[src/rtl/lrsc_pkg.sv]
package lrsc_pkg;
   typedef enum logic [2:0] {
      OP_IDLE   = 3'd0,
      OP_LOAD   = 3'd1,
      OP_STORE  = 3'd2,
      OP_LDRSV  = 3'd3,
      OP_STCOND = 3'd4
   } lrsc_op_e;

   function automatic logic [63:0] granule_mask(input int unsigned gran_log2);
      return ~((64'd1 << gran_log2) - 64'd1);
   endfunction
endpackage

[src/rtl/lrsc_region_cmp.sv]
module lrsc_region_cmp #(
   parameter int unsigned ADDR_W    = 32,
   parameter int unsigned GRAN_LOG2 = 4
) (
   input  logic              probe_vld,
   input  logic [ADDR_W-1:0] probe_addr,
   input  logic [ADDR_W-1:0] base_addr,
   output logic              hit
);
   localparam logic [ADDR_W-1:0] GMASK = ADDR_W'(lrsc_pkg::granule_mask(GRAN_LOG2));

   always_comb begin
      hit = probe_vld && ((probe_addr & GMASK) == (base_addr & GMASK));
   end
endmodule

[src/rtl/lrsc_snoop_filter.sv]
module lrsc_snoop_filter #(
   parameter int unsigned ADDR_W    = 32,
   parameter int unsigned GRAN_LOG2 = 4,
   parameter int unsigned NUM_SNOOP = 2
) (
   input  logic [NUM_SNOOP-1:0]        snp_valid,
   input  logic [NUM_SNOOP*ADDR_W-1:0] snp_addr,
   input  logic                        old_vld,
   input  logic [ADDR_W-1:0]           old_base,
   input  logic [ADDR_W-1:0]           new_base,
   output logic                        hit_old,
   output logic                        hit_new
);
   logic [NUM_SNOOP-1:0] old_vec;
   logic [NUM_SNOOP-1:0] new_vec;

   for (genvar i = 0; i < NUM_SNOOP; i++) begin : g_port
      logic [ADDR_W-1:0] port_addr;
      assign port_addr = snp_addr[i*ADDR_W +: ADDR_W];

      lrsc_region_cmp #(.ADDR_W(ADDR_W), .GRAN_LOG2(GRAN_LOG2)) u_cmp_old (
         .probe_vld (snp_valid[i] && old_vld),
         .probe_addr(port_addr),
         .base_addr (old_base),
         .hit       (old_vec[i])
      );

      lrsc_region_cmp #(.ADDR_W(ADDR_W), .GRAN_LOG2(GRAN_LOG2)) u_cmp_new (
         .probe_vld (snp_valid[i]),
         .probe_addr(port_addr),
         .base_addr (new_base),
         .hit       (new_vec[i])
      );
   end

   assign hit_old = |old_vec;
   assign hit_new = |new_vec;
endmodule

[src/rtl/lrsc_resv_state.sv]
module lrsc_resv_state #(
   parameter int unsigned ADDR_W    = 32,
   parameter int unsigned GRAN_LOG2 = 4
) (
   input  logic              clk,
   input  logic              rst_n,
   input  logic              load_en,
   input  logic              load_ok,
   input  logic [ADDR_W-1:0] load_addr,
   input  logic              drop,
   output logic              valid_q,
   output logic [ADDR_W-1:0] base_q
);
   localparam logic [ADDR_W-1:0] GMASK = ADDR_W'(lrsc_pkg::granule_mask(GRAN_LOG2));

   always_ff @(posedge clk) begin
      if (!rst_n) begin
         valid_q <= 1'b0;
         base_q  <= '0;
      end else if (load_en) begin
         valid_q <= load_ok;
         base_q  <= load_addr & GMASK;
      end else if (drop) begin
         valid_q <= 1'b0;
      end
   end

   assert_load_sets_R2: assert property (@(posedge clk) disable iff (!rst_n)
      (load_en && load_ok) |=> (valid_q && base_q == ($past(load_addr) & GMASK)));

   assert_drop_clears_R5: assert property (@(posedge clk) disable iff (!rst_n)
      (drop && !load_en) |=> !valid_q);

   assert_base_hold_R10: assert property (@(posedge clk) disable iff (!rst_n)
      !load_en |=> $stable(base_q));
endmodule

[src/rtl/lrsc_resv_unit.sv]
module lrsc_resv_unit #(
   parameter int unsigned ADDR_W     = 32,
   parameter int unsigned DATA_W     = 32,
   parameter int unsigned GRAN_LOG2  = 4,
   parameter int unsigned NUM_SNOOP  = 2,
   parameter int unsigned NUM_CANCEL = 2
) (
   input  logic                        clk,
   input  logic                        rst_n,
   input  logic                        req_valid,
   input  logic [2:0]                  req_op,
   input  logic [ADDR_W-1:0]           req_addr,
   input  logic [DATA_W-1:0]           req_wdata,
   input  logic [NUM_SNOOP-1:0]        snp_valid,
   input  logic [NUM_SNOOP*ADDR_W-1:0] snp_addr,
   input  logic [NUM_CANCEL-1:0]       cancel_in,
   output logic                        resv_valid,
   output logic                        mem_rd,
   output logic                        mem_we,
   output logic [ADDR_W-1:0]           mem_addr,
   output logic [DATA_W-1:0]           mem_wdata,
   output logic                        sc_done,
   output logic                        sc_success
);
   import lrsc_pkg::*;

   localparam logic [ADDR_W-1:0] WORD_MASK = ~(ADDR_W'(3));

   if (GRAN_LOG2 < 2 || GRAN_LOG2 >= ADDR_W) begin : g_bad_gran
      $error("GRAN_LOG2 must lie between 2 and ADDR_W-1");
   end
   if (NUM_SNOOP < 1 || NUM_CANCEL < 1) begin : g_bad_count
      $error("NUM_SNOOP and NUM_CANCEL must be at least 1");
   end
   if (ADDR_W > 64) begin : g_bad_addr
      $error("ADDR_W above 64 is not supported");
   end

   logic              is_load, is_store, is_ldrsv, is_stcond;
   logic              pin_cancel, hit_old, hit_new, kill_old;
   logic              ld_ok, sc_ok;
   logic              valid_q;
   logic [ADDR_W-1:0] base_q;
   logic              done_q, succ_q;

   always_comb begin
      is_load   = req_valid && (req_op == OP_LOAD);
      is_store  = req_valid && (req_op == OP_STORE);
      is_ldrsv  = req_valid && (req_op == OP_LDRSV);
      is_stcond = req_valid && (req_op == OP_STCOND);
   end

   assign pin_cancel = |cancel_in;

   lrsc_snoop_filter #(
      .ADDR_W(ADDR_W), .GRAN_LOG2(GRAN_LOG2), .NUM_SNOOP(NUM_SNOOP)
   ) u_snoop (
      .snp_valid(snp_valid),
      .snp_addr (snp_addr),
      .old_vld  (valid_q),
      .old_base (base_q),
      .new_base (req_addr),
      .hit_old  (hit_old),
      .hit_new  (hit_new)
   );

   assign kill_old = pin_cancel || hit_old;
   assign ld_ok    = !pin_cancel && !hit_new;
   assign sc_ok    = valid_q && !kill_old;

   lrsc_resv_state #(.ADDR_W(ADDR_W), .GRAN_LOG2(GRAN_LOG2)) u_state (
      .clk      (clk),
      .rst_n    (rst_n),
      .load_en  (is_ldrsv),
      .load_ok  (ld_ok),
      .load_addr(req_addr),
      .drop     (is_stcond || kill_old),
      .valid_q  (valid_q),
      .base_q   (base_q)
   );

   always_ff @(posedge clk) begin
      if (!rst_n) begin
         done_q <= 1'b0;
         succ_q <= 1'b0;
      end else begin
         done_q <= is_stcond;
         succ_q <= is_stcond && sc_ok;
      end
   end

   always_comb begin
      resv_valid = valid_q;
      mem_rd     = is_load || is_ldrsv;
      mem_we     = is_store || (is_stcond && sc_ok);
      mem_addr   = req_addr & WORD_MASK;
      mem_wdata  = req_wdata;
      sc_done    = done_q;
      sc_success = succ_q;
   end

   assert_sc_write_needs_resv_R3: assert property (@(posedge clk) disable iff (!rst_n)
      (req_valid && req_op == OP_STCOND && mem_we) |-> (resv_valid && !pin_cancel));

   assert_sc_clears_R5: assert property (@(posedge clk) disable iff (!rst_n)
      (req_valid && req_op == OP_STCOND) |=> !resv_valid);

   assert_snoop_clears_R6: assert property (@(posedge clk) disable iff (!rst_n)
      (hit_old && !(req_valid && req_op == OP_LDRSV)) |=> !resv_valid);

   assert_pin_clears_R7: assert property (@(posedge clk) disable iff (!rst_n)
      pin_cancel |=> !resv_valid);

   assert_success_implies_done_R11: assert property (@(posedge clk) disable iff (!rst_n)
      sc_success |-> sc_done);

   assert_done_follows_sc_R11: assert property (@(posedge clk) disable iff (!rst_n)
      sc_done |-> $past(req_valid && req_op == OP_STCOND));

   assert_plain_no_effect_R10: assert property (@(posedge clk) disable iff (!rst_n)
      ((req_valid && (req_op == OP_LOAD || req_op == OP_STORE) || !req_valid)
       && !pin_cancel && !hit_old) |=> $stable(resv_valid));

   assert_fresh_resv_R9: assert property (@(posedge clk) disable iff (!rst_n)
      (req_valid && req_op == OP_LDRSV && !pin_cancel && !hit_new) |=> resv_valid);
endmodule

[config.mk]
export PLATFORM = sky130hd
export DESIGN_NAME = lrsc_resv_unit
export DESIGN_NICKNAME = d
export VERILOG_FILES = /design/src/rtl/lrsc_pkg.sv /design/src/rtl/lrsc_region_cmp.sv /design/src/rtl/lrsc_snoop_filter.sv /design/src/rtl/lrsc_resv_state.sv /design/src/rtl/lrsc_resv_unit.sv
export SDC_FILE = /design/constraint.sdc
export NUM_CORES = 1
export LEC_CHECK = 0
export ABC_AREA = 1
export BUFFER_PORTS_ARGS = -buffer_cell sky130_fd_sc_hd__buf_2
export CORE_MARGIN = 5
export CORE_UTILIZATION = 48
export DETAILED_ROUTE_END_ITERATION = 6
export HOLD_SLACK_MARGIN = 0.08
export MAX_ROUTING_LAYER = met4
export PLACE_DENSITY_LB_ADDON = 0.08
export SYNTH_ARGS = -nofsm -noshare
export SYNTH_HDL_FRONTEND = slang
export SYNTH_SLANG_ARGS = --single-unit
[constraint.sdc]
create_clock -name clk -period 3.5 [get_ports clk]
set_input_delay 0.7 -clock clk [delete_from_list [all_inputs] [get_ports clk]]
set_output_delay 0.7 -clock clk [all_outputs]
set_load 0.01 [all_outputs]
== Word level (Yosys, flattened, before mapping) ==
Index checks and enable logic that the tools add are counted.

* Equal/unequal tests: 8
* Mux-type cells: 2
* Reduce and logical (&&, ||, !) cells: 24

{| class="wikitable"
|+ Operators with widths
! kind !! count
|-
| $eq A28 B28 Y1 || 4
|-
| $logic_and A1 B1 Y1 || 13
|-
| $eq A3 B2 Y1 const B || 2
|-
| $reduce_or A2 Y1 || 3
|-
| $logic_or A1 B1 Y1 || 4
|-
| $eq A3 B1 Y1 const B || 1
|-
| $eq A3 B3 Y1 const B || 1
|-
| $logic_not A1 Y1 || 3
|-
| $mux W1 || 2
|-
| $reduce_bool A2 Y1 || 1
|}

* Bits in registers: 31

== Depth between registers and ports, before layout ==
* Depth in word-level cells: 8
* Gate-level depth with buffers: 11
* Mapped depth without buffers: 11

== Cells and area by module ==
From an unflattened synthesis, not the netlist that was laid out.

* Cell total of the unflattened synthesis: 841
* Area total of the unflattened synthesis: 4060.1 sq um

{| class="wikitable"
|+ Modules (own cells, without submodules)
! module !! instances !! cells each !! area an instance (sq um) !! sequential area each (sq um)
|-
| lrsc_region_cmp || 4 || 153 || 589.3 || 0.0
|-
| lrsc_resv_state || 1 || 133 || 1049.8 || 580.6
|-
| lrsc_resv_unit || 1 || 86 || 615.6 || 40.0
|-
| lrsc_snoop_filter || 1 || 10 || 37.5 || 0.0
|}

== Worst setup path before layout ==
No wires, ideal clock.

* Path kind: input-to-output
* Start: input snp_addr[4]
* End: output mem_we
* Data arrival time: 1.420 ns
* Required time: 2.800 ns
* Slack: 1.380 ns
* Stages: 8
* Cells stage by stage: or2_2 nand3_1 nor2_1 nand2_1 nor2_1 nand2_1 nand4_1 o31ai_1

* Longest elaborated chain between the ends: 8

{| class="wikitable"
|+ RTL lines
! what !! RTL line !! text
|-
| start: declaration || lrsc_resv_unit.sv:15 || <nowiki>input logic [NUM_SNOOP*ADDR_W-1:0] snp_addr,</nowiki>
|-
| $eq A28 B28 Y1 || lrsc_region_cmp.sv:13 || <nowiki>hit = probe_vld && ((probe_addr & GMASK) == (base_addr & GMASK));</nowiki>
|-
| $logic_and A1 B1 Y1 || lrsc_region_cmp.sv:13 ||
|-
| $reduce_or A2 Y1 || lrsc_snoop_filter.sv:36 || <nowiki>assign hit_old = |old_vec;</nowiki>
|-
| $logic_or A1 B1 Y1 || lrsc_resv_unit.sv:67 || <nowiki>assign kill_old = pin_cancel || hit_old;</nowiki>
|-
| $logic_not A1 Y1 || lrsc_resv_unit.sv:69 || <nowiki>assign sc_ok = valid_q && !kill_old;</nowiki>
|-
| $logic_and A1 B1 Y1 || lrsc_resv_unit.sv:69 ||
|-
| $logic_and A1 B1 Y1 || lrsc_resv_unit.sv:95 || <nowiki>mem_we = is_store || (is_stcond && sc_ok);</nowiki>
|-
| $logic_or A1 B1 Y1 || lrsc_resv_unit.sv:95 ||
|-
| end: declaration || lrsc_resv_unit.sv:19 || <nowiki>output logic mem_we,</nowiki>
|}

Every way passes these cells.

== Worst setup path after layout ==
Ends and elaborated chain as after synthesis.

==> impl_metrics.json <==
{
  "insertion_delay_ps": 290,
  "syn-cell-area_um2": 3330,
  "rsz0062_at_grt": "false",
  "p_total_mw": 1.01,
  "fin_skew_ps": 2.65,
  "irDropWorstVdd_v": 0.000142,
  "status": "completed",
  "tightest_slew_ps": 573,
  "synthCells": 590,
  "cts_buffers": 5,
  "power-per-cell-area_nw_per_um2": 275,
  "die_w_um": 93.3,
  "cap_violations": 0,
  "worst_setup_path_start_kind": "primary input",
  "synth-seq-cells": 31,
  "hold_path.class": "reg -> reg",
  "setup_viol": 0,
  "critPathArrivalTime_ps": 1830,
  "design.core.area_um2": 6790,
  "drv_slew": 0,
  "cts_resized": 0,
  "drcViolationCount": 0,
  "postRouteAntennaNets": 0,
  "antenna_found_initial": 0,
  "fin_ws_ps": 965,
  "num_antenna_cells": 0,
  "grt_max_degree": 53,
  "cts-root-buf": "clkbuf_8",
  "cts_buffer_depth": 2,
  "cp.required_ps": 2800,
  "area_growth_pct": 10.4,
  "ys_top_cells_by_count": "nand2_1 (184), inv_1 (99), buf_4 (64)",
  "final_nets": 791,
  "gp_congestion": 0.869,
  "vias": 3554,
  "final.setup.tns_ps": 0,
  "leakagePower_nw": 2.01,
  "yosys_warnings": 0,
  "synth_area_leaders": "nand2_1 (21%), dfxtp_1 (19%), buf_4 (14%), inv_1 (11%), nor2_1 (6.2%)",
  "port_buffers": 126,
  "period_minus_slack_ps": 2530,
  "async_reset_ff_frac": 0,
  "synthDistinctLibCells": 24,
  "yosysMostFrequentCell": "nand2_1",
  "critPathKind": "in -> out",
  "final_layout_size_suffix_gt1_frac": 0.217,
  "grt-ovfl-total": 0,
  "grtUsageTotal": 0.244,
  "io_pins": 207,
  "worst_setup_path_end_kind": "output port",
  "post-cts-setup-buffer-count": 0,
  "die_y_um": 93.3,
  "clkSinkCount": 31,
  "dp_hpwl_mm": 8.72,
  "cts_hold_buf": 0,
  "avgSynthCellArea_um2": 5.65,
  "num_rows": 30,
  "path_clk_slew_ps": 70,
  "htreeDepth": 2,
  "final-hold-violation-count": 0,
  "synth.largest_area_cell": "nand2_1",
  "cp_max_fo": 4,
  "grt_pass1_vias": 3332,
  "drtIter0Drc": 132,
  "totalWireLength_mm": 10.4,
  "min_period_over_period": 0.724,
  "viasPerCell": 4.74,
  "slew_headroom": 0.618,
  "post_drt_wl_per_cell_um": 13.9,
  "synth_top_area_frac": 0.207,
  "ys_seq_area_frac": 0.186,
  "fillers": 783,
  "die-area_um2": 8710,
  "synth_flop_cell": "dfxtp_1",
  "dp_worst_setup_slack_ps": 958,
  "drtPass1Iterations": 4,
  "cts_tree": "done",
  "synth_edf_count": 0,
  "initial_core_util": 0.491,
  "fmax_mhz": 395,
  "grt_pass1_wl_mm": 16.0
}
-- placed cells by master, fill, tap and decap left out, drive strengths merged --
| cell type | count |
|---|---|
| o211ai | 1 |
| nor3 | 3 |
| a21oi | 28 |
| o22ai | 6 |
| xnor2 | 21 |
| o21ai | 35 |
| inv | 101 |
| nand3 | 10 |
| dfxtp | 31 |
| o21a | 1 |
| nor2 | 55 |
| or2 | 5 |
| clkbuf | 8 |
| nand4 | 23 |
| buf | 127 |
| o31ai | 1 |
| xor2 | 12 |
| nand2 | 184 |
| conb | 2 |
-- metrics by stage --
step / utilization / area (µm²) / std cells / hold slack [ps]
floorplan: - / 3340 / 591 / 468
global placement: 0.527 / 3580 / 742 / 489
detailed placement: 0.527 / 3580 / 742 / 493
CTS: 0.541 / 3680 / 750 / 503
global route: 0.541 / 3680 / 750 / 528
finish: 0.541 / 3680 / 750 / 504
-- final cells by class --
type | instances | area, µm² | area share
clock buffer | 8 | 100 | 0.0272
multi-input combinational | 387 | 1820 | 0.495
sequential | 31 | 621 | 0.169
timing repair buffer | 127 | 638 | 0.173
tap | 96 | 120 | 0.0327
inverter | 101 | 379 | 0.103
-- kinds of logic (layout without fill, tap and decap cells) --
kind of cell / count (synthesis) / after routing / synth area share
compound gates: 72 / 72 / 0.113
xor+xnor: 33 / 33 / 0.0867
buf+inv: 173 / 236 / 0.269
flops: 31 / 31 / 0.186
other cells: 1 / 2 / 0.00113
simple gates: 280 / 280 / 0.345
-- power by group --
group	internal (mW)	total (mW)	switching [mW]	leakage (nW)
Sequential	0.364	0.375	0.0107	0.252
Combinational	0.124	0.306	0.183	1.71
Clock	0.180	0.329	0.149	0.0515
-- layer usage --
metal,vias up,global-route usage,part of all wire
met5,-,-,0
met4,0,0.0659,0.016
met3,23,0.0426,0.075
met2,140,0.395,0.46
met1,1527,0.315,0.45
li1,1864,-,-
-- sequential cells by signal, summed over array words and instances, names as in the netlist --
name / cells
sc_done: 1
sc_success: 1
u_state.base_q: 28
u_state.valid_q: 1
-- path summary, 6_finish.rpt --
| check | from | to | slack (ps) | cells past startpoint |
|---|---|---|---|---|
| worst max register to register | u_state.base_q[17] | sc_success | 2180 | 11 |
| worst min-delay path | u_state.base_q[14] | u_state.base_q[14] | 500 | 2 |
| worst max-delay path | snp_addr[4] | mem_we | 970 | 10 |
| worst min register to register | u_state.base_q[14] | u_state.base_q[14] | 500 | 2 |
-- critical path: stages --
cell and delay [ps]:
buf_2 120, or2_2 290, nand3_1 70, nor2_1 50, nand2_1 70, nor2_1 40, nand2_1 100, nand4_1 130
o31ai_1 90, buf_2 170
No activity file was read; power rests on OpenSTA's default activity.
